**src/rtl/i2c_bm_pkg.sv**
```systemverilog
package i2c_bm_pkg;
  // control register bit positions
  localparam int CB_UEN   = 0;
  localparam int CB_SCLEN = 1;
  localparam int CB_GCDIS = 2;
  localparam int CB_START = 3;
  localparam int CB_STOP  = 4;
  localparam int CB_NACK  = 5;
  localparam int CB_XFER  = 6;
  localparam int CB_URST  = 7;
  localparam int CB_IE0   = 8;
  localparam int CTRL_BITS = 12;

  // flag indices; flag i lives at status bit SB_FTOP-i, its enable at CB_IE0+i
  localparam int NFLAG   = 4;
  localparam int FL_TX   = 0;
  localparam int FL_RX   = 1;
  localparam int FL_BERR = 2;
  localparam int FL_ARB  = 3;
  localparam int SB_BUSY = 0;
  localparam int SB_FTOP = 7;
  localparam int STAT_BITS = 8;

  localparam logic [1:0] RA_CTRL = 2'd0;
  localparam logic [1:0] RA_STAT = 2'd1;
  localparam logic [1:0] RA_DATA = 2'd2;
  localparam logic [1:0] RA_OWN  = 2'd3;

  typedef enum logic [3:0] {
    E_IDLE, E_RS1, E_RS2, E_ST1, E_ST2, E_BIT, E_SP1, E_SP2, E_SP3
  } eng_state_e;

  typedef struct packed {
    logic       start;
    logic       stop;
    logic       nack;
    logic [7:0] dat;
  } cmd_t;
endpackage

```
**src/rtl/i2c_bm_tick.sv**
```systemverilog
module i2c_bm_tick #(
  parameter int QDIV = 250
) (
  input  logic clk,
  input  logic rst_n,
  input  logic run,
  output logic tick
);
  localparam int CW = (QDIV > 1) ? $clog2(QDIV) : 1;
  localparam logic [CW-1:0] LAST = CW'(QDIV - 1);

  logic [CW-1:0] cnt_q, cnt_n;

  always_comb begin
    tick  = run && (cnt_q == LAST);
    cnt_n = cnt_q;
    if (!run || tick) cnt_n = '0;
    else              cnt_n = cnt_q + 1'b1;
  end

  always_ff @(posedge clk or negedge rst_n) begin
    if (!rst_n) cnt_q <= '0;
    else        cnt_q <= cnt_n;
  end
endmodule

```
**src/rtl/i2c_bm_engine.sv**
```systemverilog
module i2c_bm_engine
  import i2c_bm_pkg::*;
#(
  parameter int DW = 8
) (
  input  logic             clk,
  input  logic             rst_n,
  input  logic             abort,
  input  logic             go,
  input  cmd_t             cmd,
  input  logic             sda_in,
  input  logic             tick,
  output logic             run,
  output logic             busy,
  output logic             scl_drv,
  output logic             sda_drv,
  output logic             done,
  output logic [NFLAG-1:0] ev,
  output logic [DW-1:0]    rx_byte
);
  localparam int BCW = $clog2(DW + 2);
  localparam logic [BCW-1:0] ACK_BIT = BCW'(DW);

  eng_state_e st_q, st_n;
  logic [1:0]     qp_q, qp_n;
  logic [BCW-1:0] bit_q, bit_n;
  logic [DW-1:0]  sh_q, sh_n;
  logic owned_q, owned_n, rdm_q, rdm_n, rdn_q, rdn_n;
  logic stop_q, stop_n, nack_q, nack_n, scl_q, scl_n, sda_q, sda_n;

  always_comb begin
    st_n = st_q; qp_n = qp_q; bit_n = bit_q; sh_n = sh_q;
    owned_n = owned_q; rdm_n = rdm_q; rdn_n = rdn_q;
    stop_n = stop_q; nack_n = nack_q; scl_n = scl_q; sda_n = sda_q;
    done = 1'b0;
    ev   = '0;
    unique case (st_q)
      E_IDLE: if (go) begin
        stop_n = cmd.stop;
        nack_n = cmd.nack;
        sh_n   = cmd.dat[DW-1:0];
        bit_n  = '0;
        qp_n   = 2'd0;
        if (cmd.start) begin
          rdn_n = 1'b0;
          rdm_n = cmd.dat[0];
          st_n  = owned_q ? E_RS1 : E_ST1;
        end else begin
          rdn_n = rdm_q;
          st_n  = E_BIT;
        end
      end
      E_RS1: if (tick) begin sda_n = 1'b0; st_n = E_RS2; end
      E_RS2: if (tick) begin scl_n = 1'b0; st_n = E_ST1; end
      E_ST1: if (tick) begin sda_n = 1'b1; st_n = E_ST2; end
      E_ST2: if (tick) begin scl_n = 1'b1; st_n = E_BIT; end
      E_BIT: if (tick) begin
        unique case (qp_q)
          2'd0: begin
            if (bit_q < ACK_BIT) sda_n = rdn_q ? 1'b0 : ~sh_q[DW-1];
            else                 sda_n = rdn_q ? ~nack_q : 1'b0;
            qp_n = 2'd1;
          end
          2'd1: begin
            scl_n = 1'b0;
            qp_n  = 2'd2;
          end
          2'd2: begin
            qp_n = 2'd3;
            if (bit_q < ACK_BIT) begin
              if (rdn_q) sh_n = {sh_q[DW-2:0], sda_in};
              else if (!sda_q && !sda_in) begin
                ev[FL_ARB] = 1'b1;
                done = 1'b1; scl_n = 1'b0; sda_n = 1'b0;
                owned_n = 1'b0; st_n = E_IDLE;
              end
            end else if (!rdn_q && sda_in) begin
              ev[FL_BERR] = 1'b1;
              done = 1'b1; scl_n = 1'b0; sda_n = 1'b0;
              owned_n = 1'b0; st_n = E_IDLE;
            end
          end
          default: begin
            scl_n = 1'b1;
            if (bit_q == ACK_BIT) begin
              done    = 1'b1;
              ev[rdn_q ? FL_RX : FL_TX] = 1'b1;
              owned_n = 1'b1;
              st_n    = stop_q ? E_SP1 : E_IDLE;
            end else begin
              bit_n = bit_q + 1'b1;
              if (!rdn_q) sh_n = {sh_q[DW-2:0], 1'b0};
              qp_n  = 2'd0;
            end
          end
        endcase
      end
      E_SP1: if (tick) begin sda_n = 1'b1; st_n = E_SP2; end
      E_SP2: if (tick) begin scl_n = 1'b0; st_n = E_SP3; end
      E_SP3: if (tick) begin sda_n = 1'b0; owned_n = 1'b0; st_n = E_IDLE; end
      default: st_n = E_IDLE;
    endcase
    if (abort) begin
      st_n = E_IDLE; owned_n = 1'b0; scl_n = 1'b0; sda_n = 1'b0;
      done = 1'b0; ev = '0;
    end
  end

  always_ff @(posedge clk or negedge rst_n) begin
    if (!rst_n) begin
      st_q <= E_IDLE; qp_q <= '0; bit_q <= '0; sh_q <= '0;
      owned_q <= 1'b0; rdm_q <= 1'b0; rdn_q <= 1'b0;
      stop_q <= 1'b0; nack_q <= 1'b0; scl_q <= 1'b0; sda_q <= 1'b0;
    end else begin
      st_q <= st_n; qp_q <= qp_n; bit_q <= bit_n; sh_q <= sh_n;
      owned_q <= owned_n; rdm_q <= rdm_n; rdn_q <= rdn_n;
      stop_q <= stop_n; nack_q <= nack_n; scl_q <= scl_n; sda_q <= sda_n;
    end
  end

  assign run     = (st_q != E_IDLE);
  assign busy    = run | owned_q;
  assign scl_drv = scl_q;
  assign sda_drv = sda_q;
  assign rx_byte = sh_q;
endmodule

```
**src/rtl/i2c_bm_regs.sv**
```systemverilog
module i2c_bm_regs
  import i2c_bm_pkg::*;
#(
  parameter int DW = 8,
  parameter int AW = 7,
  parameter int BW = CTRL_BITS
) (
  input  logic                 clk,
  input  logic                 rst_n,
  input  logic [1:0]           reg_addr,
  input  logic                 reg_wr,
  input  logic [BW-1:0]        reg_wdata,
  input  logic                 eng_done,
  input  logic [NFLAG-1:0]     eng_ev,
  input  logic                 eng_busy,
  input  logic [DW-1:0]        rx_byte,
  output logic [CTRL_BITS-1:0] ctrl_q,
  output logic [NFLAG-1:0]     flags_q,
  output logic [DW-1:0]        data_q,
  output logic                 irq,
  output logic [BW-1:0]        reg_rdata
);
  logic [CTRL_BITS-1:0] ctrl_n;
  logic [NFLAG-1:0]     flags_n;
  logic [DW-1:0]        data_n;
  logic [AW-1:0]        own_q, own_n;
  logic [STAT_BITS-1:0] stat_w;
  logic wr_ctrl, wr_stat, wr_data, wr_own;

  assign wr_ctrl = reg_wr && (reg_addr == RA_CTRL);
  assign wr_stat = reg_wr && (reg_addr == RA_STAT);
  assign wr_data = reg_wr && (reg_addr == RA_DATA);
  assign wr_own  = reg_wr && (reg_addr == RA_OWN);

  always_comb begin
    ctrl_n = ctrl_q;
    if (eng_done) ctrl_n[CB_XFER] = 1'b0;
    if (wr_ctrl) begin
      ctrl_n = reg_wdata[CTRL_BITS-1:0];
      ctrl_n[CB_XFER] = reg_wdata[CB_XFER] & reg_wdata[CB_UEN] & ~reg_wdata[CB_URST];
    end
  end

  // set by the engine wins over a simultaneous write-one clear
  for (genvar i = 0; i < NFLAG; i++) begin : g_flag
    always_comb begin
      if (eng_ev[i])                        flags_n[i] = 1'b1;
      else if (wr_stat && reg_wdata[SB_FTOP-i]) flags_n[i] = 1'b0;
      else                                  flags_n[i] = flags_q[i];
    end
  end

  always_comb begin
    data_n = data_q;
    if (eng_ev[FL_RX]) data_n = rx_byte;
    if (wr_data)       data_n = reg_wdata[DW-1:0];
    own_n = wr_own ? reg_wdata[AW-1:0] : own_q;
  end

  always_ff @(posedge clk or negedge rst_n) begin
    if (!rst_n) begin
      ctrl_q <= '0; flags_q <= '0; data_q <= '0; own_q <= '0;
    end else begin
      ctrl_q <= ctrl_n; flags_q <= flags_n; data_q <= data_n; own_q <= own_n;
    end
  end

  always_comb begin
    stat_w = '0;
    stat_w[SB_BUSY] = eng_busy;
    for (int i = 0; i < NFLAG; i++) stat_w[SB_FTOP-i] = flags_q[i];
  end

  assign irq = |(flags_q & ctrl_q[CB_IE0 +: NFLAG]);

  always_comb begin
    unique case (reg_addr)
      RA_CTRL: reg_rdata = BW'(ctrl_q);
      RA_STAT: reg_rdata = BW'(stat_w);
      RA_DATA: reg_rdata = BW'(data_q);
      default: reg_rdata = BW'(own_q);
    endcase
  end
endmodule

```
**src/rtl/i2c_byte_master.sv**
```systemverilog
module i2c_byte_master
  import i2c_bm_pkg::*;
#(
  parameter int QDIV = 250,
  parameter int DW   = 8,
  parameter int BW   = CTRL_BITS
) (
  input  logic          clk,
  input  logic          rst_n,
  input  logic [1:0]    reg_addr,
  input  logic          reg_wr,
  input  logic [BW-1:0] reg_wdata,
  output logic [BW-1:0] reg_rdata,
  input  logic          sda_i,
  output logic          scl_oe,
  output logic          sda_oe,
  output logic          irq
);
  logic [CTRL_BITS-1:0] ctrl_w;
  logic [NFLAG-1:0]     flags_w, ev_w;
  logic [DW-1:0]        data_w, rx_w;
  logic done_w, busy_w, run_w, tick_w, scl_drv_w, sda_drv_w;
  logic go_w, xfer_w, urst_w;
  logic [1:0] sda_sync_q;
  cmd_t cmd_w;

  always_ff @(posedge clk or negedge rst_n) begin
    if (!rst_n) sda_sync_q <= 2'b11;
    else        sda_sync_q <= {sda_sync_q[0], sda_i};
  end

  assign xfer_w = ctrl_w[CB_XFER];
  assign urst_w = ctrl_w[CB_URST];
  assign go_w   = xfer_w & ctrl_w[CB_UEN] & ~urst_w;

  always_comb begin
    cmd_w       = '0;
    cmd_w.start = ctrl_w[CB_START];
    cmd_w.stop  = ctrl_w[CB_STOP];
    cmd_w.nack  = ctrl_w[CB_NACK];
    cmd_w.dat   = 8'(data_w);
  end

  i2c_bm_regs #(.DW(DW), .AW(7), .BW(BW)) u_regs (
    .clk(clk), .rst_n(rst_n), .reg_addr(reg_addr), .reg_wr(reg_wr),
    .reg_wdata(reg_wdata), .eng_done(done_w), .eng_ev(ev_w),
    .eng_busy(busy_w), .rx_byte(rx_w), .ctrl_q(ctrl_w), .flags_q(flags_w),
    .data_q(data_w), .irq(irq), .reg_rdata(reg_rdata)
  );

  i2c_bm_tick #(.QDIV(QDIV)) u_tick (
    .clk(clk), .rst_n(rst_n), .run(run_w), .tick(tick_w)
  );

  i2c_bm_engine #(.DW(DW)) u_eng (
    .clk(clk), .rst_n(rst_n), .abort(urst_w), .go(go_w), .cmd(cmd_w),
    .sda_in(sda_sync_q[1]), .tick(tick_w), .run(run_w), .busy(busy_w),
    .scl_drv(scl_drv_w), .sda_drv(sda_drv_w), .done(done_w), .ev(ev_w),
    .rx_byte(rx_w)
  );

  assign scl_oe = scl_drv_w & ctrl_w[CB_SCLEN];
  assign sda_oe = sda_drv_w;
endmodule

```
**config.mk**
```make
export PLATFORM = sky130hd
export DESIGN_NAME = i2c_byte_master
export DESIGN_NICKNAME = d
export VERILOG_FILES = /design/src/rtl/i2c_bm_pkg.sv /design/src/rtl/i2c_bm_tick.sv /design/src/rtl/i2c_bm_engine.sv /design/src/rtl/i2c_bm_regs.sv /design/src/rtl/i2c_byte_master.sv
export SDC_FILE = /design/constraint.sdc
export NUM_CORES = 1
export LEC_CHECK = 0
export ABC_AREA = 1
export BUFFER_PORTS_ARGS = -buffer_cell sky130_fd_sc_hd__buf_4
export CORE_AREA = 4 4 94 96
export CTS_CLUSTER_SIZE = 25
export DETAILED_ROUTE_END_ITERATION = 6
export DIE_AREA = 0 0 98 100
export PLACE_DENSITY = 0.73
export SYNTH_ARGS = -nofsm -noshare
export SYNTH_HDL_FRONTEND = slang
export SYNTH_HIERARCHICAL = 1
export SYNTH_SLANG_ARGS = --single-unit
```
**constraint.sdc**
```tcl
create_clock -name clk -period 6.5 [get_ports clk]
set_input_delay 0.325 -clock clk [delete_from_list [all_inputs] [get_ports clk]]
set_output_delay 0.325 -clock clk [all_outputs]
set_load 0.02 [all_outputs]
```
==> run metrics, run 1 <==
run status completed; final setup fails 0; Yosys reg bits 66; worst hold slack slightly below 80 ps; H-tree levels 3; Vias per Instance ~5.3; Comb pwr share 43.5%; Reg power frac a little over a third; placed insts ~700; Max-Cap Viols 0; DR WL/cell ~14 um; Port-buffer cells 32; Pins Over Slew Limit 0; Crit Path Max Fanout 9; power per standard cell area roughly 360 nW/um2; DP Wirelength roughly 7300 um; fin cells about 720; setup TNS 0 ps; Worst Reg-to-Reg Cells 11; Antenna diodes 0; Critical R2R Capture u_regs/data_q[0]; clock-pin transition on the worst setup and hold timing paths approximately 80 ps; first-pass GRT wire length 17100 um; Arr. time, crit path 3380 ps; die span in x 98 um; Layout Area Growth over Synthesis 9.68%; Slew headroom 37.6%; Synth warnings 6; Critical Setup Path Class register to register; Syn Std Cell Area around 4300 um2; layout cell share with drive strength beyond 1 18.4%; I/O pin total 33; Mean Syn Cell Area 7.31 um2; Synth top area share around 37%; post-synthesis net count 617; PostCTS Resize Cnt 0; Die Y ~100 um; Final ANT Viol Nets 0; Reg2Reg Setup Slack around 3300 ps; std cell rows 33; DRC viols 0; TritonCTS clock tree built; drt first-iter violations approximately 260; CTS Buffer Depth 2; Clk Latency, worst-skew pair approximately 330 ps; worst path cell trace inv_1 -> ha_1 -> inv_1 -> nor2_1 -> nand3_2 -> nor2_1 -> nand3_1 -> nor3_1 -> clkinv_1 -> nand3_1 -> nand2_1; Unique masters post-synth 35; Setup Buffers After CTS 0; final design area excluding fillers about 4700 um2; Synth area leader dfrtp_1; CP peak stage delay 760 ps; Seq/Total Area, Yosys between 30 and 40%; clock root buffer clkbuf_8; initial core utilization a little over half; Switching Share between 40% and 50%; RePlAce Congestion a little over 0.9; clock share of power roughly a fifth; Worst path slowest cell nor3_1; Worst setup EP type register; Area contributors post-synth dfrtp_1 37%, nand2_1 17%, nand3_1 7.2%, nor2_1 5.3%, inv_1 4.4%; Post-DP Area 4530 um2; vias in the first global route 3703; TritonCTS Buffers 9; Post-Route Utilization between 50% and 60%; largest net degree at the start of global routing 67; Int Power ~950 uW; Switching Power approximately 730 uW; reg2reg start u_tick/cnt_q[1]; DRT Pass-1 Iters 5; drt total wl 10000 um; Post-Syn Instances 589; antenna violations before repair 0; core footprint 8050 um2; Clock Sinks 66; Hold Vio Cnt, Final 0; worst vdd ir 0.000180 V; Pleak approximately 2.4 nW; Clock Skew ~9.9 ps; Period minus WS final around 3200 ps; total number of vias 3841; Total Routing Usage GR 21.5%; Worst-Margin Slew 928 ps; Final Cycle Share a little under 50%; RSZ-0062 raised after global routing no; gr ovfl total 0; Final nets 642; hold buffers post-CTS 0; startpoint types register; worst hold path type input port to asynchronous set/reset pin; fmax about 0.32 GHz; WP data required approximately 6700 ps; die area roughly 10000 um2
-- power groups by stage --
stage / registers [mW] / logic (mW) / clock network, mW
6_report: 0.602 / 0.731 / 0.347
3_3_place_gp: 0.605 / 0.717 / 0
4_1_cts: 0.601 / 0.731 / 0.356
5_1_grt: 0.617 / 0.833 / 0.374
3_5_place_dp: 0.609 / 0.726 / 0
2_1_floorplan: 0.578 / 0.593 / 0
-- per-stage QoR --
stage / worst slack, ps / total power, mW
after floorplan: 4420 / 1.17
after global placement: 3590 / 1.32
after detailed placement: 3390 / 1.33
after CTS: 3380 / 1.69
after global routing: 2960 / 1.82
final: 3340 / 1.68
-- worst max path at each step --
stage                               start                to  slack, ps  cells after the start
after floorplan           u_tick/cnt_q[1]  u_regs/data_q[0]       4420                     12
after global placement    u_tick/cnt_q[1]  u_regs/data_q[1]       3590                     11
after detailed placement  u_tick/cnt_q[1]  u_regs/data_q[0]       3390                     11
after CTS                 u_tick/cnt_q[1]  u_regs/data_q[0]       3380                     11
after global routing        u_eng/st_q[1]  u_regs/data_q[0]       2960                      9
final                     u_tick/cnt_q[1]  u_regs/data_q[0]       3340                     11
-- worst max-delay path: cells and delay by family (launching register included) --
family	cells	cell delay (ps)
buffers and inverters	3	610
adders and majority gates	1	130
and+or+nand+nor	7	1890
DFF	1	410
-- synthesized netlist by cell type --
| cell | count |
|---|---|
| a21oi_1 | 8 |
| a31oi_1 | 2 |
| buf_2 | 6 |
| buf_4 | 5 |
| buf_6 | 8 |
| clkinv_1 | 1 |
| dfrtp_1 | 64 |
| dfstp_2 | 2 |
| ha_1 | 10 |
| inv_1 | 51 |
| inv_2 | 9 |
| mux2_2 | 1 |
| nand2_1 | 197 |
| nand2_2 | 11 |
| nand2_4 | 5 |
| nand3_1 | 62 |
| nand3_2 | 4 |
| nand3_4 | 1 |
| nand3b_1 | 1 |
| nand3b_2 | 1 |
| nand4_1 | 22 |
| nor2_1 | 61 |
| nor2_2 | 6 |
| nor2_4 | 6 |
| nor2_8 | 2 |
| nor3_1 | 4 |
| nor4_2 | 1 |
| o21ai_0 | 8 |
| o21ai_1 | 7 |
| o21ai_2 | 15 |
| o21ai_4 | 1 |
| o21bai_1 | 1 |
| or2_2 | 1 |
| xnor2_1 | 2 |
| xor2_1 | 3 |
-- area by class of cell --
cell class,count,area [um2]
Inverter,61,229
Sequential cell,66,1650
Clock buffer,11,141
Multi-Input combinational cell,443,2260
Fill cell,757,3330
Timing Repair Buffer,33,248
Tap cell,105,131
Clock inverter,5,53.8
-- metal layers --
metal | vias up | wire length (um) | track usage (%)
li1 | 1920 | - | -
met1 | 1774 | 4450 | 29.6
met2 | 127 | 4810 | 34.2
met3 | 20 | 525 | 2.99
met4 | 0 | 255 | 8.95
met5 | - | 0 | 0
-- cells in the final DEF (no fill, tap or decap), types with 2 or more instances in the layout --
| cell | n |
|---|---|
| nand2_1 | 197 |
| dfrtp_1 | 64 |
| nand3_1 | 62 |
| nor2_1 | 61 |
| inv_1 | 51 |
| buf_4 | 33 |
| nand4_1 | 22 |
| o21ai_2 | 15 |
| nand2_2 | 11 |
| clkbuf_8 | 10 |
| ha_1 | 10 |
| inv_2 | 9 |
| o21ai_0 | 8 |
| a21oi_1 | 8 |
| o21ai_1 | 7 |
| nor2_2 | 6 |
| nor2_4 | 6 |
| nand2_4 | 5 |
| nand3_2 | 4 |
| nor3_1 | 4 |
| clkinv_2 | 3 |
| xor2_1 | 3 |
| dfstp_2 | 2 |
| a31oi_1 | 2 |
| nor2_8 | 2 |
| xnor2_1 | 2 |
-- kinds of logic (layout without fill, tap and decap cells) --
kind of cell	count (synthesis)	in the layout	synth area share, %
simple gates	385	385	41.8
buf+inv	80	110	8.98
flops	66	66	38.4
compound gates	42	42	6.57
fa+ha+maj	10	10	2.91
xor+xnor	5	5	1.02
mux	1	1	0.262
-- flip-flops by register name, indices dropped and copies added, names as in the netlist --
name,cells
u_eng/owned_q,1
u_eng/rx_byte,8
u_regs/data_q,8
u_eng/scl_drv,1
u_eng/nack_q,1
u_regs/own_q,7
u_eng/rdm_q,1
u_regs/ctrl_q,12
u_eng/sda_drv,1
u_tick/cnt_q,8
sda_sync_q,2
u_regs/flags_q,4
u_eng/st_q,4
u_eng/rdn_q,1
u_eng/qp_q,2
u_eng/stop_q,1
u_eng/bit_q,4
No activity file was read; power rests on OpenSTA's default activity.
==> run 2: changes to the inputs <==
==> constraint.sdc (replaced) <==
create_clock -name clk -period 3 [get_ports clk]
set_input_delay 0.15 -clock clk [delete_from_list [all_inputs] [get_ports clk]]
set_output_delay 0.15 -clock clk [all_outputs]
set_load 0.02 [all_outputs]
==> run 2 against run 1 <==
Against the previous run: sequential power up 120%; flip-flop and latch count unchanged; count of clock-buffer cells in the layout down 1; final area up 0.69%; global-route usage up 0.37 points; total power up 120%; first-iteration DRC count down 12%; worst hold slack worse by 25 ps; wire length up 3.5%; clock power up 120%; die area unchanged; via count up 1.8%; critical path type unchanged; largest power group unchanged.
==> run metrics, run 2 (synthesis results as in run 1) <==
run status completed; Most flops, register u_regs/ctrl_q; Hold Path Sink u_regs/ctrl_q[10]; startpoint types register; flip-flop count of the largest register after layout 12; gr ovfl total 0; TritonCTS Buffers 9; Period minus WS final ~2400 ps; DRT Pass-1 Iters 5; Layout Area Growth over Synthesis 10.4%; reg2reg start u_tick/cnt_q[1]; hold buffers post-CTS 2; fill cell count around 770; Critical R2R Capture u_regs/data_q[3]; TritonCTS clock tree built; Setup Buffers After CTS 0; drt first-iter violations approximately 230; H-tree levels 3; Post-Route Utilization between 50% and 60%; DR WL/cell ~14 um; Crit Path Max Fanout 9; drt total wl 10400 um; Worst setup EP type register; Critical Setup Path Class register to register; CTS Buffer Depth 2; antenna violations before repair 0; Final ANT Viol Nets 0; RePlAce Congestion between 0.9 and 1; DRC viols 0; clock-pin transition on the worst setup and hold timing paths 70 ps; most frequent cells in the layout 197 x nand2_1, 64 x dfrtp_1, 62 x nand3_1, 61 x nor2_1, 51 x inv_1; Clock Sinks between 60 and 70; Worst Reg-to-Reg Cells 12; first-pass GRT wire length between 15000 and 20000 um; DP Wirelength between 7000 and 8000 um; PostCTS Resize Cnt 0; Pleak approximately 2.4 nW; Antenna diodes 0; total number of vias between 3000 and 4000; layout cell share with drive strength beyond 1 18.6%; clock root buffer clkbuf_8; die span in x ~98 um; setup TNS 0 ps; Final nets around 650; initial core utilization between 50% and 60%; vias in the first global route 3652; RSZ-0062 raised after global routing no; final setup fails 0; power per standard cell area 772 nW/um2; Slew headroom between 40 and 50%; std cell rows 33; Reg2Reg Setup Slack 600 ps; worst hold path depth 3; most common cell after layout, fill and taps aside nand2_1; die area ~10000 um2; worst hold slack approximately 53 ps; Port-buffer cells 32; worst hold path type input port to register; core footprint around 8100 um2; Arr. time, crit path approximately 2600 ps; Final Cycle Share about four fifths; I/O pin total 33; WP data required ~3200 ps; Die Y 100 um; Vias per Instance ~5.4; worst vdd ir 0.000532 V; Max-Cap Viols 0; Hold Vio Cnt, Final 0; Pins Over Slew Limit 0; largest net degree at the start of global routing 67; hold path startpoint reg_wdata[10]; Clock Skew just under 10 ps; fmax roughly 0.42 GHz; Worst-Margin Slew 844 ps; Total Routing Usage GR between 20 and 25%; Clk Latency, worst-skew pair 350 ps
## run 2: cell types whose count changed in the layout (fill, tap and decap cells not counted), sizes merged
cell / before / now
buf: 33 / 35
dlygate4sd3: 0 / 2
clkbuf: 11 / 10
clkinv: 5 / 4
clkinvlp: 0 / 1
inv: 60 / 61
## run 2: how the worst max path moves through the flow
stage / slack (ps) / from / to
finish: 600 / u_tick/cnt_q[1] / u_regs/data_q[3]
detailed placement: 620 / u_tick/cnt_q[1] / u_eng/st_q[1]
global placement: 670 / u_tick/cnt_q[1] / u_regs/data_q[2]
global route: 350 / u_tick/cnt_q[1] / u_eng/st_q[1]
floorplan: 920 / u_tick/cnt_q[1] / u_regs/data_q[0]
CTS: 600 / u_tick/cnt_q[1] / u_regs/data_q[1]
## run 2: power breakdown
part           switching [mW]  internal (mW)
Clock                   0.364          0.386
Combinational            1.06          0.552
Sequential              0.209           1.10
## run 2: layout make-up
class / instances / area (um2) / share of cell area (%)
Inverter: 61 / 229 / 4.82
Sequential cell: 66 / 1650 / 34.8
Multi-Input combinational cell: 443 / 2260 / 47.6
Clock buffer: 10 / 128 / 2.68
Tap cell: 105 / 131 / 2.76
Timing Repair Buffer: 37 / 283 / 5.95
Clock inverter: 6 / 65.1 / 1.37
## run 2: critical path: stages (launching register included)
cell,delay (ps)
dfrtp_1,410
inv_1,70
ha_1,130
inv_1,40
nor2_1,110
nand3_2,120
nor2_1,410
nand3_1,200
nor3_1,170
buf_4,180
clkinv_1,230
nand3_1,170
nand2_1,60
## run 2: metal layers
metal,GRT usage (%),vias up,share of wire [%]
met4,8.41,0,1.9
li1,-,1938,-
met5,0,-,0
met1,29.6,1837,45
met3,3.61,18,4.7
met2,35.2,116,48
## run 2: stage by stage
stage,total power [mW],setup WS [ps],instance area (um2),instances
after floorplan,2.54,920,4310,589
final,3.67,600,4750,728
after global placement,2.87,674,4540,710
after global routing,3.96,345,4750,728
after CTS,3.68,597,4750,728
after detailed placement,2.92,622,4540,710
==> run 3: changes to the inputs <==
--- a/config.mk
+++ b/config.mk
@@ -11,7 +11,7 @@
 export CTS_CLUSTER_SIZE = 25
 export DETAILED_ROUTE_END_ITERATION = 6
 export DIE_AREA = 0 0 98 100
-export PLACE_DENSITY = 0.73
+export PLACE_DENSITY = 0.75
 export SYNTH_ARGS = -nofsm -noshare
 export SYNTH_HDL_FRONTEND = slang
 export SYNTH_HIERARCHICAL = 1
==> constraint.sdc (replaced) <==
create_clock -name clk -period 2 [get_ports clk]
set_input_delay 0.1 -clock clk [delete_from_list [all_inputs] [get_ports clk]]
set_output_delay 0.1 -clock clk [all_outputs]
set_load 0.02 [all_outputs]
==> run 3 against run 2 <==
Against the previous run: final area increased by 4.4%; first-iteration DRC count grew 19%; register-to-register slack worse by 470 ps; total power is 54% higher; clock power increased by 52%; sequential power increased by 47%; setup slack lost 490 ps; sequential share of layout area fell by 1.5 points; critical endpoint is now reg_rdata[0]; highest routed layer unchanged.
==> run metrics, run 3 (synthesis results as in run 1) <==
fin cells 749; core footprint between 8000 and 9000 um2; Hold Vio Cnt, Final 0; first-pass GRT wire length between 15000 and 20000 um; most common cell after layout, fill and taps aside nand2_1; most frequent cells in the layout 196 x nand2_1, 64 x dfrtp_1, 62 x nand3_1, 59 x nor2_1, 52 x buf_4; Die Y 100 um; Arr. time, crit path between 1500 and 2000 ps; Layout Area Growth over Synthesis 15.3%; Final nets roughly 670; Reg2Reg Setup Slack between 100 and 150 ps; hold path startpoint reg_wdata[7]; Final ANT Viol Nets 0; gr ovfl total 0; Worst Reg-to-Reg Cells 15; Critical R2R Capture u_eng/st_q[1]; Most flops, register u_regs/ctrl_q; drt first-iter violations 269; final setup fails 0; DRT Pass-1 Iters 6; drt total wl ~10000 um; Pins Over Slew Limit 0; Worst-Margin Slew 834 ps; startpoint types register; placed insts 724; fill cell count approximately 730; setup TNS 0 ps; Pleak about 2.5 nW; RSZ-0062 raised after global routing yes; clock-pin transition on the worst setup and hold timing paths 70 ps; worst vdd ir between 0.0005 and 0.0006 V; Port-buffer cells 32; DR WL/cell ~14 um; largest net degree at the start of global routing 67; worst hold path type input port to register; initial core utilization about 53%; TritonCTS clock tree built; worst hold path depth 4; run status completed; power per standard cell area between 1000 and 1500 nW/um2; Slew headroom around 44%; CTS Buffer Depth 2; die span in x a little under 100 um; Clk Latency, worst-skew pair 350 ps; H-tree levels 3; Hold Path Sink u_regs/ctrl_q[6]; total number of vias about 4000; die area ~9800 um2; Worst setup EP type primary output; Clock Sinks between 60 and 70; FF+latch area 1650 um2; layout cell share with drive strength beyond 1 21.6%; antenna violations before repair 0; Critical Setup Path Class register to primary output; Vias per Instance around 5.3; TritonCTS Buffers 9; setup slack after layout 107 ps; WP data required around 1900 ps; flip-flop count of the largest register after layout 12; Max-Cap Viols 0; RePlAce Congestion around 0.89; fmax ~0.53 GHz; clock root buffer clkbuf_8; reg2reg start u_tick/cnt_q[1]; Multi-input gate area between 2000 and 2500 um2; Total Routing Usage GR 22.0%; Period minus WS final between 1500 and 2000 ps; Antenna diodes 0; vias in the first global route roughly 3700; Crit Path Max Fanout 6; Clock Skew between 8 and 9 ps; Final Cycle Share 94.6%; std cell rows 33; I/O pin total 33; pre-CTS WS -29.3 ps; DP Wirelength roughly 7600 um; DRC viols 0
run 3: critical path: stages (launching register included):
cell and delay [ps]:
dfrtp_1 470, nor2_4 170, nand2_4 70, buf_4 170
inv_2 70, nand2_1 70, nand3_1 90, nand4_1 140
buf_4 190
run 3: what timing repair did:
item,4_1_cts,5_1_grt
resized for setup,2,7
hold endpoints to repair,69,0
setup buffers,0,3
gates cloned,0,0
pin swaps,0,4
hold buffers,6,0
setup endpoints to repair,12,23
run 3: power breakdown:
part           total (mW)  internal (mW)  leakage (nW)  switching, mW
clock network        1.14          0.580        0.0929          0.557
logic                2.59          0.951          1.61           1.64
registers            1.93           1.66         0.838          0.278
run 3: how the worst max path moves through the flow:
stage	from	to	slack, ps	cells past startpoint
after floorplan	u_tick/cnt_q[1]	u_regs/data_q[0]	40	12
after global placement	u_tick/cnt_q[1]	u_eng/st_q[2]	-20	15
after detailed placement	u_tick/cnt_q[1]	u_regs/data_q[0]	-30	11
after CTS	u_eng/st_q[2]	u_eng/st_q[3]	-2	12
after global routing	u_tick/cnt_q[1]	u_eng/st_q[2]	-20	15
final	u_eng/st_q[2]	reg_rdata[0]	110	8
run 3: through the flow:
step                hold WS, ps  utilization, %  cell area, um2  power (mW)
floorplan                  -196               -            4310        3.81
global placement            217            57.7            4650        4.44
detailed placement          216            57.7            4650        4.49
CTS                        16.0            61.0            4910        5.68
global route               43.8            61.6            4960        6.11
finish                     28.7            61.6            4960        5.66
run 3: area by class of cell:
| cell class | count | share of cell area, % |
|---|---|---|
| multi-input combinational | 443 | 46.4 |
| sequential | 66 | 33.3 |
| timing repair buffer | 58 | 9.08 |
| inverter | 61 | 4.64 |
| tap | 105 | 2.65 |
| clock buffer | 10 | 2.57 |
| clock inverter | 6 | 1.36 |
run 3: layer usage:
layer | vias to the layer above | share of wire [%] | global-route usage (%)
li1 | 1977 | - | -
met1 | 1875 | 44 | 29.2
met2 | 98 | 48 | 36.0
met3 | 29 | 4.2 | 2.71
met4 | 0 | 3.0 | 10.2
met5 | - | 0 | 0
